==> config.mk <==
export PLATFORM = sky130hd
export DESIGN_NAME = reloc_guard
export DESIGN_NICKNAME = d
export VERILOG_FILES = /design/src/rtl/reloc_pkg.sv /design/src/rtl/reloc_regs.sv /design/src/rtl/reloc_xlate.sv /design/src/rtl/reloc_guard.sv
export SDC_FILE = /design/constraint.sdc
export NUM_CORES = 1
export LEC_CHECK = 0
export ABC_AREA = 1
export ABC_CLOCK_PERIOD_IN_PS = 2200
export BUFFER_PORTS_ARGS = -buffer_cell sky130_fd_sc_hd__buf_2
export CAP_MARGIN = 20
export CELL_PAD_IN_SITES_DETAIL_PLACEMENT = 1
export CELL_PAD_IN_SITES_GLOBAL_PLACEMENT = 1
export CORE_MARGIN = 2
export CORE_UTILIZATION = 37
export CTS_CLUSTER_SIZE = 40
export DETAILED_ROUTE_END_ITERATION = 8
export HOLD_SLACK_MARGIN = 0.06
export PLACE_DENSITY = 0.76
export SETUP_SLACK_MARGIN = 0.3
export SYNTH_ARGS = -nofsm -noshare
export SYNTH_HDL_FRONTEND = slang
export SYNTH_SLANG_ARGS = --single-unit
==> constraint.sdc <==
create_clock -name clk -period 2.2 [get_ports clk]
set_input_delay 0.44 -clock clk [delete_from_list [all_inputs] [get_ports clk]]
set_output_delay 0.44 -clock clk [all_outputs]
set_load 0.03 [all_outputs]
==> src/rtl/reloc_pkg.sv <==
package reloc_pkg;

    // Register select on the configuration port
    typedef enum logic {
        SEL_BASE  = 1'b0,
        SEL_LIMIT = 1'b1
    } reloc_sel_e;

    // Mode input encoding
    localparam logic MODE_SUPER = 1'b0;
    localparam logic MODE_USER  = 1'b1;

endpackage

==> src/rtl/reloc_regs.sv <==
module reloc_regs
    import reloc_pkg::*;
#(
    parameter int AW = 32
) (
    input  logic          clk,
    input  logic          rst_n,
    input  logic          user_mode,
    input  logic          cfg_we,
    input  logic          cfg_sel,
    input  logic [AW-1:0] cfg_wdata,
    output logic [AW-1:0] base_q,
    output logic [AW-1:0] limit_q,
    output logic          cfg_fault
);

    typedef struct packed {
        logic [AW-1:0] base;
        logic [AW-1:0] limit;
    } regs_t;

    regs_t r_d, r_q;
    logic  wr_ok;

    always_comb begin
        wr_ok     = cfg_we && (user_mode == MODE_SUPER);
        cfg_fault = cfg_we && (user_mode == MODE_USER);
        r_d       = r_q;
        if (wr_ok) begin
            if (reloc_sel_e'(cfg_sel) == SEL_BASE) begin
                r_d.base = cfg_wdata;
            end else begin
                r_d.limit = cfg_wdata;
            end
        end
    end

    always_ff @(posedge clk or negedge rst_n) begin
        if (!rst_n) begin
            r_q <= '0;
        end else begin
            r_q <= r_d;
        end
    end

    assign base_q  = r_q.base;
    assign limit_q = r_q.limit;

endmodule

==> src/rtl/reloc_xlate.sv <==
module reloc_xlate
    import reloc_pkg::*;
#(
    parameter int AW = 32
) (
    input  logic          user_mode,
    input  logic [AW-1:0] addr,
    input  logic [AW-1:0] base,
    input  logic [AW-1:0] limit,
    output logic [AW-1:0] phys,
    output logic          legal
);

    localparam int SW = AW + 1;

    logic [SW-1:0] sum;
    logic          below_limit;
    logic          carry;

    always_comb begin
        sum         = {1'b0, base} + {1'b0, addr};
        carry       = sum[SW-1];
        below_limit = addr < limit;
        if (user_mode == MODE_USER) begin
            phys  = sum[AW-1:0];
            legal = below_limit && !carry;
        end else begin
            phys  = addr;
            legal = 1'b1;
        end
    end

endmodule

==> src/rtl/reloc_guard.sv <==
module reloc_guard
    import reloc_pkg::*;
#(
    parameter int AW = 32
) (
    input  logic          clk,
    input  logic          rst_n,
    input  logic          user_mode,
    input  logic          cfg_we,
    input  logic          cfg_sel,
    input  logic [AW-1:0] cfg_wdata,
    input  logic          req_valid,
    input  logic [AW-1:0] req_addr,
    input  logic          req_write,
    output logic          phys_valid,
    output logic [AW-1:0] phys_addr,
    output logic          phys_write,
    output logic          trap
);

    typedef struct packed {
        logic          valid;
        logic          trap;
        logic          write;
        logic [AW-1:0] addr;
    } out_t;

    logic [AW-1:0] base_q;
    logic [AW-1:0] limit_q;
    logic          cfg_fault;
    logic [AW-1:0] xl_phys;
    logic          xl_legal;

    out_t o_d, o_q;

    reloc_regs #(.AW(AW)) u_regs (
        .clk       (clk),
        .rst_n     (rst_n),
        .user_mode (user_mode),
        .cfg_we    (cfg_we),
        .cfg_sel   (cfg_sel),
        .cfg_wdata (cfg_wdata),
        .base_q    (base_q),
        .limit_q   (limit_q),
        .cfg_fault (cfg_fault)
    );

    reloc_xlate #(.AW(AW)) u_xlate (
        .user_mode (user_mode),
        .addr      (req_addr),
        .base      (base_q),
        .limit     (limit_q),
        .phys      (xl_phys),
        .legal     (xl_legal)
    );

    always_comb begin
        o_d       = '0;
        o_d.addr  = o_q.addr;
        o_d.write = o_q.write;
        o_d.trap  = cfg_fault || (req_valid && !xl_legal);
        if (req_valid && xl_legal && !cfg_fault) begin
            o_d.valid = 1'b1;
            o_d.addr  = xl_phys;
            o_d.write = req_write;
        end
    end

    always_ff @(posedge clk or negedge rst_n) begin
        if (!rst_n) begin
            o_q <= '0;
        end else begin
            o_q <= o_d;
        end
    end

    assign phys_valid = o_q.valid;
    assign phys_addr  = o_q.addr;
    assign phys_write = o_q.write;
    assign trap       = o_q.trap;

endmodule

== Word level (Yosys, flattened, before mapping) ==
Cells that the tools add are included.

* Add/sub/neg operators: 1
* $lt $le $gt $ge: 1
* Mux-type cells: 3
* Bitwise operators: 2
* Reductions and logical operators: 12

{| class="wikitable"
|+ Operator list
! operator !! number
|-
| adder 32 x 32 -> 33 bit || 1
|-
| less-than comparator 32 bit || 1
|-
| two-way mux 32 bit || 1
|-
| logical AND 1 bit || 6
|-
| AND reduction 2 bit || 2
|-
| zero test 1 bit || 3
|-
| two-way mux 1 bit || 2
|-
| inverter 1 bit || 2
|-
| logical OR 1 bit || 1
|}

* Flip-flop bits (word level): 99
* Bits of input ports: 71
* Output and inout bits: 35
* Logic and storage cells: 25

== Longest topological paths before layout ==
Gate-level depths: netlist of the first run.

* Word-level depth: 7
* Gate-level depth with buffers: 17
* Depth with buffers taken out: 16

== Cells and area by module ==
A second synthesis of the first run with hierarchy kept.

* Cells, all modules: 1170
* Area, all modules: 7728.7 um2

{| class="wikitable"
|+ Modules (own cells, without submodules)
! module !! instances !! cells each !! area each (um2) !! seq. area each (um2)
|-
| reloc_xlate || 1 || 728 || 3624.7 || 0.0
|-
| reloc_regs || 1 || 289 || 2643.8 || 1601.5
|-
| reloc_guard || 1 || 153 || 1460.2 || 875.8
|}

== Worst setup path after synthesis of the first run ==
Ideal clock, no wire load.

* Path type: input port to flip-flop
* Start: in req_addr[0]
* End: reg o_q (netlist bit phys_addr[27])
* Library setup time: 117 ps
* Arrival time: 2130 ps
* Data required time: 2083 ps
* Setup slack: -47 ps
* Stages: 16
* Path buffers: 1
* Cell sequence: ha_1 > inv_1 > fa_1 > inv_1 > nand3_1 > nand3_2 > nand2_1 > nand2_2 > nand2_1 > nand2_2 > nand3b_1 > nand3_2 > nand2_4 > clkbuf_4 > nand3_1 > nand2_1

* Word-level cells in the longest chain between the ends: 6
* Elaborated cells on any way between the ends: 8
* Those cells by class: 1 x add/sub; 1 x order compare; 2 x mux; 4 x reduce/logical

{| class="wikitable"
|+ Ends and longest elaborated chain
! element !! line !! source
|-
| start, declared || reloc_guard.sv:13 || <nowiki>input logic [AW-1:0] req_addr,</nowiki>
|-
| adder 32 x 32 -> 33 bit || reloc_xlate.sv:21 || <nowiki>sum = {1'b0, base} + {1'b0, addr};</nowiki>
|-
| zero test 1 bit || reloc_xlate.sv:26 || <nowiki>legal = below_limit && !carry;</nowiki>
|-
| logical AND 1 bit || reloc_xlate.sv:26 ||
|-
| two-way mux 1 bit || reloc_xlate.sv:24 || <nowiki>if (user_mode == MODE_USER) begin</nowiki>
|-
| logical AND 1 bit (2 in a row) || reloc_guard.sv:62 || <nowiki>if (req_valid && xl_legal && !cfg_fault) begin</nowiki>
|-
| end signal, assigned || reloc_guard.sv:71 || <nowiki>o_q <= '0;</nowiki>
|-
| end signal, assigned || reloc_guard.sv:73 || <nowiki>o_q <= o_d;</nowiki>
|-
| end, declared || reloc_guard.sv:34 || <nowiki>out_t o_d, o_q;</nowiki>
|}

Several ways; a longest one is shown, not always the timed one.
A chain may end at the register's enable or synchronous reset.

== Worst setup path after layout of the first run ==
* Start: reg u_regs.r_q (netlist bit u_regs.base_q[0])
* End: reg o_q (netlist bit phys_addr[16])

* Word-level cells in the longest chain between the ends: 6
* Elaborated cells on any way between the ends: 7
* Those cells by class: 1 x add/sub; 2 x mux; 4 x reduce/logical

{| class="wikitable"
|+ Ends and longest elaborated chain
! element !! line !! source
|-
| start, declared || reloc_regs.sv:22 || <nowiki>regs_t r_d, r_q;</nowiki>
|-
| start signal, assigned || reloc_regs.sv:42 || <nowiki>r_q <= r_d;</nowiki>
|-
| adder 32 x 32 -> 33 bit * || reloc_xlate.sv:21 ||
|-
| zero test 1 bit || reloc_xlate.sv:26 ||
|-
| logical AND 1 bit || reloc_xlate.sv:26 ||
|-
| two-way mux 1 bit || reloc_xlate.sv:24 ||
|-
| logical AND 1 bit (2 in a row) || reloc_guard.sv:62 ||
|}

Every way passes the cells marked *; elsewhere a longest branch is shown, timed or not.

==> flow_summary.json, run 1 <==
{
  "grt_pass1_wl_mm": 42.9,
  "syn_area_um2": 7630,
  "required_ns": 2.44,
  "grtUsageMet1_pct": 33.9,
  "cts_tree": "built",
  "port_buffers": 105,
  "cts_buffers": 9,
  "yosys_register_bits": 99,
  "h-tree-depth": 3,
  "path_class": "flop to flop",
  "ff2ff_path_depth": 17,
  "path_cells": "ha_4, inv_2, fa_2, inv_2, nand3_4, nand3_4, nand2_2, nand2_2, nand2_2, nand2_2, nand3b_1, nand3_2, nand2_4, buf_12, clkbuf_16, nand3_2, nand2_1",
  "ant_nets": 0,
  "ctsRootBufferMaster": "clkbuf_16",
  "sw_frac_of_total_pct": 42.5,
  "dpl_cell_area_um2": 9300,
  "switchingPower_uw": 3380,
  "cellPowerDensity_nw_per_um2": 790,
  "dp_hpwl_mm": 20.1,
  "worstSetupStartpoint": "u_regs.base_q[0]",
  "setup_viol": 35,
  "synthCells": 1164,
  "crit_top_cell": "nand2_2",
  "pwr-share-clk_pct": 20.1,
  "status": "complete, but fails checks",
  "crit_end": "phys_addr[16]",
  "drv_cap": 0,
  "synth_top_family_by_area": "simple AND/OR/NAND/NOR gates",
  "ys_seq_area_share_pct": 32.5,
  "fin_nets": 1526,
  "timing.slew.headroom_pct": 59.3,
  "p_comb_share_pct": 48.9,
  "drt-initial-drc-count": 346,
  "drive_gt1_share_pct": 24.9,
  "r2r_end": "phys_addr[16]",
  "hold_viol": 0,
  "layout-area-overhead-vs-synth_pct": 31.9,
  "synth-simple-area-share_pct": 36.0,
  "die_area_um2": 21800,
  "gp_congestion": 0.898,
  "antenna_found_initial": 0,
  "n_antenna_cell": 0,
  "clockBufferDepth": 2,
  "die_h_um": 148,
  "crit_fanout": 8,
  "cp.depth": 17,
  "cp.arrival_ns": 2.69,
  "rsz0062_at_grt": "yes",
  "initial_core_util_pct": 37.7,
  "fmax_mhz": 408,
  "drtPass1Iterations": 4,
  "vdd_ir_drop_max_v": 0.000400,
  "post-route-period-util_pct": 111,
  "report.final.slew_viol_count": 0,
  "design.core.area_um2": 20200,
  "synth_cell_type_count": 33,
  "worstSkewPairLatency_ns": 0.36,
  "r2r_slack_ns": -0.25,
  "viasPerCell": 4.85,
  "met3_usage_pct": 2.69,
  "crit-reg2reg-launch": "u_regs.base_q[0]",
  "synth_area_per_cell_um2": 6.55,
  "cts.sinks": 99,
  "cp-end-kind": "flop",
  "grt_util_met2_pct": 41.5,
  "yosys_warnings": 0,
  "post_drt_wl_per_cell_um": 16.2,
  "crit_family": "simple AND/OR/NAND/NOR gates",
  "finalInstanceArea_um2": 10100,
  "busiest_layer": "met2",
  "grt_max_degree": 65,
  "rows": 52,
  "syn_nets": 1299,
  "crit_slowest_cell": "dfrtp_1",
  "final_util_pct": 49.7,
  "synthAdderAreaFrac_pct": 10.6,
  "first_global_vias": 8410,
  "tightest_slew_ns": 0.611,
  "grt_util_all_layers_pct": 24.9,
  "drc": 0,
  "synth_xor_area_share_pct": 0.804,
  "failed_checks": "negative setup slack",
  "hold_path.class": "input pin to flop",
  "path_buf_inv": 4,
  "share_seq_of_total_power_pct": 31.0,
  "fin_ws_ns": -0.253,
  "power_leakage_uw": 0.00584,
  "start_kind": "flop",
  "internal_power_uw": 4570,
  "fill_cells": 2706,
  "critPathMaxStageDelay_ns": 0.40,
  "layout_min_cycle_time_ns": 2.45,
  "synth_compound_area_share_pct": 7.74,
  "num_io_pins": 106,
  "grt.overflow.total": 0,
  "wirelength_mm": 27.0,
  "die_x_um": 148,
  "skew_ns": 0.00992,
  "muxShareOfSynthArea_pct": 0,
  "clk_pin_slew_ns": 0.07,
  "vias": 8087
}
## registers in the layout (all words and copies together) (netlist names)
| register | cells |
|---|---|
| phys_valid | 1 |
| u_regs.limit_q | 32 |
| u_regs.base_q | 32 |
| phys_addr | 32 |
| trap | 1 |
| phys_write | 1 |
## metal layers
| layer | vias up | part of all wire (%) |
|---|---|---|
| li1 | 4055 | - |
| met4 | 0 | 2.4 |
| met1 | 3843 | 47 |
| met3 | 38 | 3.2 |
| met2 | 151 | 47 |
| met5 | - | 0 |
## synthesized netlist by cell type, drive strengths merged
master / count / area, um2
a21o: 2 / 15.0
a21oi: 33 / 173
and2: 6 / 37.5
buf: 8 / 90.1
clkbuf: 20 / 78.8
clkinv: 1 / 3.75
dfrtp: 99 / 2480
fa: 1 / 20.0
ha: 63 / 788
inv: 206 / 773
nand2: 476 / 1900
nand3: 87 / 445
nand3b: 6 / 45.0
nand4: 10 / 62.6
nor2: 45 / 176
nor3: 11 / 60.1
nor4: 1 / 6.26
o21ai: 79 / 395
o21bai: 1 / 7.51
or2: 2 / 12.5
xnor2: 2 / 17.5
xor2: 5 / 43.8
## through the flow
step / instances / setup WS, ns / TNS [ns] / total power (uW) / hold WS [ns]
after global placement: 1632 / -0.316 / -9.88 / 5880 / 0.353
after detailed placement: 1632 / -0.378 / -11.78 / 6000 / 0.353
final: 1666 / -0.253 / -5.44 / 7950 / 0.343
after floorplan: 1164 / 0.0811 / 0 / 4600 / 0.144
after CTS: 1661 / -0.121 / -3.58 / 7830 / 0.336
after global routing: 1666 / -0.329 / -8.41 / 8500 / 0.363
## repair_timing
item                                    in CTS  in global routing
gates resized for setup                     23                 21
pin swaps                                   10                 20
setup buffers                                6                  3
hold buffers                                 1                  0
gates cloned                                 6                  1
endpoints found under the setup margin      35                 35
hold endpoints to repair                    19                  0
## power groups by stage
| stage | registers (uW) | clock network (uW) | logic (uW) |
|---|---|---|---|
| 4_1_cts | 2450 | 1620 | 3760 |
| 6_report | 2460 | 1600 | 3890 |
| 5_1_grt | 2510 | 1690 | 4310 |
| 3_5_place_dp | 2470 | 0 | 3530 |
| 2_1_floorplan | 2810 | 0 | 1790 |
| 3_3_place_gp | 2460 | 0 | 3420 |
## worst min path at each step
stage	startpoint	endpoint	slack, ns	cells after the start
6_report	cfg_wdata[31]	u_regs.limit_q[31]	0.34	3
3_5_place_dp	rst_n	u_regs.limit_q[12]	0.35	1
2_1_floorplan	rst_n	phys_addr[0]	0.14	0
5_1_grt	cfg_wdata[31]	u_regs.limit_q[31]	0.36	3
4_1_cts	req_write	phys_write	0.34	3
3_3_place_gp	rst_n	u_regs.limit_q[12]	0.35	1
## area by class of cell
class	instances	area [um2]	area share, %
Inverter	207	777	7.72
Clock buffer	13	270	2.69
Clock inverter	3	21.3	0.211
Timing Repair Buffer	239	1650	16.4
Tap cell	270	338	3.36
Sequential cell	99	2480	24.6
Multi-Input combinational cell	835	4530	45.0
## placed cells by master (no fill, tap or decap), types with 2 or more instances in the layout
master | synthesis | layout
nand3b_1 | 6 | 6
ha_4 | 0 | 9
clkbuf_16 | 0 | 10
nand2_8 | 1 | 4
buf_8 | 0 | 2
xor2_1 | 5 | 5
buf_12 | 3 | 5
a21o_1 | 2 | 2
nand4_1 | 10 | 10
nand3_2 | 2 | 13
or2_2 | 2 | 2
ha_1 | 63 | 53
buf_2 | 0 | 104
inv_1 | 201 | 198
nor3_2 | 1 | 2
nand3_1 | 85 | 72
buf_4 | 3 | 125
a21oi_1 | 31 | 31
nand3_4 | 0 | 2
nand2_1 | 439 | 431
xnor2_1 | 2 | 2
nand2_2 | 35 | 43
clkbuf_8 | 0 | 3
a21oi_2 | 2 | 2
dfrtp_1 | 99 | 99
o21ai_0 | 79 | 77
nand2_4 | 1 | 3
nor2_1 | 44 | 43
nor3_1 | 10 | 8
inv_2 | 5 | 8
and2_1 | 6 | 6
## worst register-to-register path, stage by stage (launching register included)
cell and delay [ns]:
dfrtp_1 0.40, ha_4 0.15, inv_2 0.04, fa_2 0.37
inv_2 0.10, nand3_4 0.08, nand3_4 0.08, nand2_2 0.06
nand2_2 0.07, nand2_2 0.05, nand2_2 0.08, nand3b_1 0.11
nand3_2 0.14, nand2_4 0.12, buf_12 0.17, clkbuf_16 0.16
nand3_2 0.08, nand2_1 0.07
## kinds of logic (layout without fill, tap and decap cells)
family	Yosys count	count (layout)
AOI/OAI and AO/OA	115	115
xor gates and xnor gates	7	7
adders and majority gates	64	64
buffers and inverters	235	462
DFF	99	99
and+or+nand+nor	644	649
Note: power is estimated with default switching activity, not from simulation.
==> run 2, diff against run 1 <==
--- a/config.mk
+++ b/config.mk
@@ -12,11 +12,12 @@
 export CELL_PAD_IN_SITES_DETAIL_PLACEMENT = 1
 export CELL_PAD_IN_SITES_GLOBAL_PLACEMENT = 1
 export CORE_MARGIN = 2
-export CORE_UTILIZATION = 37
+export CORE_UTILIZATION = 38
+export CTS_BUF_LIST = sky130_fd_sc_hd__clkbuf_4 sky130_fd_sc_hd__clkbuf_8
 export CTS_CLUSTER_SIZE = 40
 export DETAILED_ROUTE_END_ITERATION = 8
 export HOLD_SLACK_MARGIN = 0.06
-export PLACE_DENSITY = 0.76
+export PLACE_DENSITY = 0.77
 export SETUP_SLACK_MARGIN = 0.3
 export SYNTH_ARGS = -nofsm -noshare
 export SYNTH_HDL_FRONTEND = slang
==> run 2 against run 1 <==
  * The flow still finishes with violations (negative setup slack)
  * Clock skew about the same
  * Cell count grew 0.30%
  * Critical path depth did not move
  * Clock power shrank 29%
  * Via count rose by 0.85%
==> flow_summary.json, run 2 (synthesis gave the netlist of run 1 again) <==
{
  "status": "complete, but fails checks",
  "failed_checks": "negative setup slack",
  "min_from": "cfg_wdata[17]",
  "num_io_pins": 106,
  "final_common_cell": "nand2_1",
  "power_leakage_uw": 0.00584,
  "first_global_vias": 8531,
  "drv_cap": 0,
  "pre_cts_ws_ns": -0.350,
  "required_ns": 2.54,
  "dp_hpwl_mm": 20.4,
  "post_drt_wl_per_cell_um": 16.1,
  "antenna_found_initial": 0,
  "worst_hold_slack_ns": 0.299,
  "rsz0062_at_grt": "yes",
  "n_antenna_cell": 0,
  "design.core.area_um2": 19600,
  "wl_met1_mm": 12.6,
  "die_x_um": 146,
  "die_h_um": 146,
  "grt_util_all_layers_pct": 25.4,
  "fmax_mhz": 426,
  "vdd_ir_drop_max_v": 0.000299,
  "layout_min_cycle_time_ns": 2.35,
  "dr.max_layer_used": "met4",
  "final_cell_mix": "422 x nand2_1, 198 x inv_1, 138 x buf_4",
  "tightest_slew_ns": 0.604,
  "cp-end-kind": "flop",
  "start_kind": "flop",
  "die_area_um2": 21200,
  "grt_pass1_wl_mm": 43.0,
  "drt-initial-drc-count": 295,
  "crit_top_cell": "nand2_2",
  "worstSkewPairLatency_ns": 0.40,
  "grt_max_degree": 65,
  "h-tree-depth": 3,
  "timing.slew.headroom_pct": 59.7,
  "path_class": "flop to flop",
  "met2_length_mm": 13.1,
  "cts.sinks": 99,
  "hold_viol": 0,
  "report.final.slew_viol_count": 0,
  "cp.arrival_ns": 2.69,
  "crit_slowest_cell": "dfrtp_1",
  "cellPowerDensity_nw_per_um2": 754,
  "fin_nets": 1537,
  "crit_fanout": 8,
  "skew_ns": 0.0101,
  "ant_nets": 0,
  "setup_viol": 35,
  "layout-area-overhead-vs-synth_pct": 31.8,
  "port_buffers": 105,
  "fill_cells": 2628,
  "finalInstanceArea_um2": 10000,
  "worstSetupStartpoint": "u_regs.base_q[0]",
  "route.met3.wl_um": 904,
  "gp_congestion": 0.905,
  "post-route-period-util_pct": 107,
  "wirelength_mm": 26.9,
  "crit-reg2reg-launch": "u_regs.base_q[0]",
  "cts_tree": "built",
  "grt.overflow.total": 0,
  "crit_family": "simple AND/OR/NAND/NOR gates",
  "ctsRootBufferMaster": "clkbuf_8",
  "dpl_cell_area_um2": 9370,
  "drive_gt1_share_pct": 25.8,
  "clockBufferDepth": 2,
  "viasPerCell": 4.88,
  "rows": 51,
  "vias": 8156,
  "drc": 0,
  "path_buf_inv": 3,
  "clk_pin_slew_ns": 0.10,
  "critPathMaxStageDelay_ns": 0.41,
  "initial_core_util_pct": 38.9,
  "drtPass1Iterations": 5,
  "path_cells": "ha_4, inv_2, fa_2, inv_4, nand3_2, nand3_2, nand2_1, nand2_2, nand2_2, nand2_4, nand3b_1, nand3_4, nand2_8, buf_12, nand2_8, nand2_2, nand2_1",
  "fin_ws_ns": -0.148,
  "hold_path.class": "input pin to flop",
  "cts_buffers": 9
}
[run 2: cell types whose count changed in the layout (fill, tap and decap cells not counted), sizes merged]
cell / previous run / this run
buf: 237 / 248
clkinv: 3 / 2
[run 2: timing repair]
action                     CTS  global route
setup endpoints to repair   35            35
pin swaps                    5             5
resized for setup           28            27
gates cloned                 6             1
hold endpoints to repair    28             0
buffers inserted             6             1
hold buffers                 1             0
[run 2: path summary, 6_finish.rpt]
path	endpoint	slack [ns]	depth (start not counted)
min in group asynchronous	u_regs.limit_q[12]	0.51	2
setup / recovery	phys_addr[21]	-0.15	17
setup reg to reg	phys_addr[21]	-0.15	17
hold / removal	u_regs.base_q[17]	0.30	3
hold reg to reg	phys_addr[9]	0.49	2
max in group asynchronous	u_regs.base_q[30]	1.05	3
[run 2: metrics by stage]
step           util (%)  power (uW)  setup TNS, ns  instances
3_5_place_dp       47.9        6060         -10.83       1640
2_1_floorplan         -        4600              0       1164
4_1_cts            50.5        7430          -2.16       1668
3_3_place_gp       47.9        5930          -9.42       1640
5_1_grt            51.3        8120          -7.00       1671
6_report           51.3        7580          -4.00       1671
[run 2: layer usage]
layer  GRT usage (%)  vias to the layer above
met5               0                        -
met4            6.27                        0
met3            4.01                       30
met2            43.3                      143
met1            33.7                     3907
li1                -                     4076
[run 2: final cells by class]
class / count / area (um2) / area share [%]
clock inverter: 2 / 12.5 / 0.125
multi-input combinational: 835 / 4580 / 45.6
inverter: 207 / 779 / 7.76
timing repair buffer: 250 / 1710 / 17.0
clock buffer: 13 / 160 / 1.59
sequential: 99 / 2480 / 24.7
tap: 265 / 332 / 3.30
[run 2: report_power, final]
group / switching, uW / internal [uW]
Combinational: 2380 / 1580
Sequential: 286 / 2190
Clock: 664 / 474
[run 2: worst reg2reg max path, delay by kind of cell, from the launching register on]
family | cells | cell delay [ns]
DFF | 1 | 0.41
buffers and inverters | 3 | 0.32
and+or+nand+nor | 12 | 1.06
adders and majority gates | 2 | 0.53
==> run 3, diff against run 2 <==
--- a/config.mk
+++ b/config.mk
@@ -11,13 +11,12 @@
 export CAP_MARGIN = 20
 export CELL_PAD_IN_SITES_DETAIL_PLACEMENT = 1
 export CELL_PAD_IN_SITES_GLOBAL_PLACEMENT = 1
-export CORE_MARGIN = 2
 export CORE_UTILIZATION = 38
 export CTS_BUF_LIST = sky130_fd_sc_hd__clkbuf_4 sky130_fd_sc_hd__clkbuf_8
 export CTS_CLUSTER_SIZE = 40
 export DETAILED_ROUTE_END_ITERATION = 8
 export HOLD_SLACK_MARGIN = 0.06
-export PLACE_DENSITY = 0.77
+export PLACE_DENSITY = 0.88
 export SETUP_SLACK_MARGIN = 0.3
 export SYNTH_ARGS = -nofsm -noshare
 export SYNTH_HDL_FRONTEND = slang
==> run 3 against run 2 <==
  * The flow still finishes with violations (negative setup slack)
  * First-iteration DRC count increased by 18%
  * Cell count decreased by 1.4%
  * Core utilization decreased by 0.49 points
  * Global-route usage increased by 1.3 points
  * Combinational power decreased by 1%
  * Critical endpoint is now phys_addr[17]
==> flow_summary.json, run 3 (synthesis gave the netlist of run 1 again) <==
{
  "die_x_um": 144,
  "instances_no_fill": 1647,
  "crit_fanout": 9,
  "report.final.slew_viol_count": 0,
  "drtPass1Iterations": 4,
  "cts_tree": "built",
  "skew_ns": 0.0156,
  "start_kind": "flop",
  "dpl_cell_area_um2": 9250,
  "drt-initial-drc-count": 347,
  "n_antenna_cell": 0,
  "num_io_pins": 106,
  "design.core.area_um2": 19600,
  "initial_core_util_pct": 38.9,
  "required_ns": 2.52,
  "first_global_vias": 8526,
  "fin_ws_ns": -0.136,
  "cts.sinks": 99,
  "port_buffers": 105,
  "cts_hold_buffers": 0,
  "finalInstanceArea_um2": 9950,
  "cts_buffers": 9,
  "vdd_ir_drop_max_v": 0.000298,
  "ant_nets": 0,
  "ff2ff_path_depth": 17,
  "viasPerCell": 4.98,
  "cp.arrival_ns": 2.66,
  "post-route-period-util_pct": 106,
  "layout-area-overhead-vs-synth_pct": 30.5,
  "fin_nets": 1513,
  "cellPowerDensity_nw_per_um2": 764,
  "drive_gt1_share_pct": 25.3,
  "layout_min_cycle_time_ns": 2.34,
  "setup_viol": 34,
  "fill_cells": 2648,
  "cp-end-kind": "flop",
  "clockBufferDepth": 2,
  "failed_checks": "negative setup slack",
  "r2r_end": "phys_addr[17]",
  "antenna_found_initial": 0,
  "r2r_slack_ns": -0.14,
  "hold_viol": 0,
  "pre_cts_ws_ns": -0.380,
  "timing.slew.headroom_pct": 25.6,
  "grt.overflow.total": 0,
  "worstSkewPairLatency_ns": 0.40,
  "rows": 51,
  "grt_util_all_layers_pct": 26.6,
  "tightest_slew_ns": 1.12,
  "grt_pass1_wl_mm": 42.3,
  "grt_max_degree": 100,
  "h-tree-depth": 3,
  "status": "complete, but fails checks",
  "drc": 0,
  "die_area_um2": 20600,
  "wirelength_mm": 27.1,
  "path_class": "flop to flop",
  "dp_cells": 1618,
  "die_h_um": 144,
  "fmax_mhz": 428,
  "power_leakage_uw": 0.00574,
  "rsz0062_at_grt": "yes",
  "clk_pin_slew_ns": 0.09,
  "hold_path.class": "input pin to asynchronous set/reset pin",
  "power_uw": 7610,
  "gp_congestion": 0.910,
  "crit-reg2reg-launch": "u_regs.base_q[0]",
  "final_cell_mix": "425 x nand2_1, 197 x inv_1, 114 x buf_4",
  "final_common_cell": "nand2_1",
  "ctsRootBufferMaster": "clkbuf_8",
  "vias": 8204,
  "drv_cap": 0,
  "dp_hpwl_mm": 20.1,
  "post_drt_wl_per_cell_um": 16.5
}
==> run 3: cell count changes in the layout (fill, tap and decap cells not counted), sizes merged <==
cell,before,now
nand2,481,479
clkinv,2,1
dlygate4sd3,1,0
clkbuf,14,13
bufinv,0,1
buf,248,228
==> run 3: worst max path at each step <==
stage / startpoint / to / slack, ns / cells after the start
4_1_cts: u_regs.base_q[0] / phys_addr[1] / -0.08 / 17
2_1_floorplan: req_addr[0] / phys_addr[13] / 0.08 / 17
6_report: u_regs.base_q[0] / phys_addr[17] / -0.14 / 17
3_3_place_gp: req_addr[0] / phys_addr[2] / -0.30 / 17
5_1_grt: u_regs.base_q[8] / phys_addr[25] / -0.26 / 12
3_5_place_dp: req_addr[23] / phys_addr[3] / -0.38 / 14
==> run 3: routing by layer <==
metal  vias up  track usage, %  wire length (um)
met5         -               0                 0
met3        48            3.07               826
met1      3976            33.9             12100
li1       4020               -                 -
met2       160            46.6             13400
met4         0            8.90               719
==> run 3: critical path, cell delays in order, from the launching register on <==
cell,delay (ns)
dfrtp_1,0.42
ha_4,0.17
inv_2,0.04
fa_2,0.34
inv_2,0.09
nand3_4,0.07
nand3_4,0.08
nand2_2,0.05
nand2_2,0.07
nand2_2,0.05
nand2_2,0.07
nand3b_1,0.13
nand3_4,0.12
nand2_8,0.11
buf_12,0.18
nand2_8,0.12
nand2_2,0.07
nand2_1,0.08
==> run 3: final cells by class <==
class | instances | area (um2) | share of cell area, %
clock buffers | 13 | 154 | 1.55
clock inverters | 2 | 37.5 | 0.377
inverters | 207 | 777 | 7.81
multi-input cells | 833 | 4610 | 46.3
flip-flops and latches | 99 | 2480 | 24.9
well taps | 265 | 332 | 3.33
repair buffers | 228 | 1570 | 15.7
==> run 3: report_power, final <==
group,switching (uW),internal (uW)
clock network,656,573
registers,269,2190
logic,2410,1510
==> run 3: timing repair <==
| action | CTS | global route |
|---|---|---|
| setup buffers | 7 | 3 |
| hold endpoints to repair | 0 | 0 |
| gates resized for setup | 24 | 43 |
| pin swaps | 12 | 12 |
| cloned | 3 | 1 |
| setup endpoints to repair | 35 | 35 |
==> run 3: per-stage QoR <==
| step | setup TNS (ns) | util [%] | hold WS (ns) |
|---|---|---|---|
| 4_1_cts | -1.22 | 49.4 | 0.108 |
| 5_1_grt | -6.89 | 50.8 | 0.135 |
| 2_1_floorplan | 0 | - | 0.144 |
| 3_5_place_dp | -12.34 | 47.2 | 0.467 |
| 6_report | -3.11 | 50.8 | 0.0952 |
| 3_3_place_gp | -9.42 | 47.2 | 0.465 |
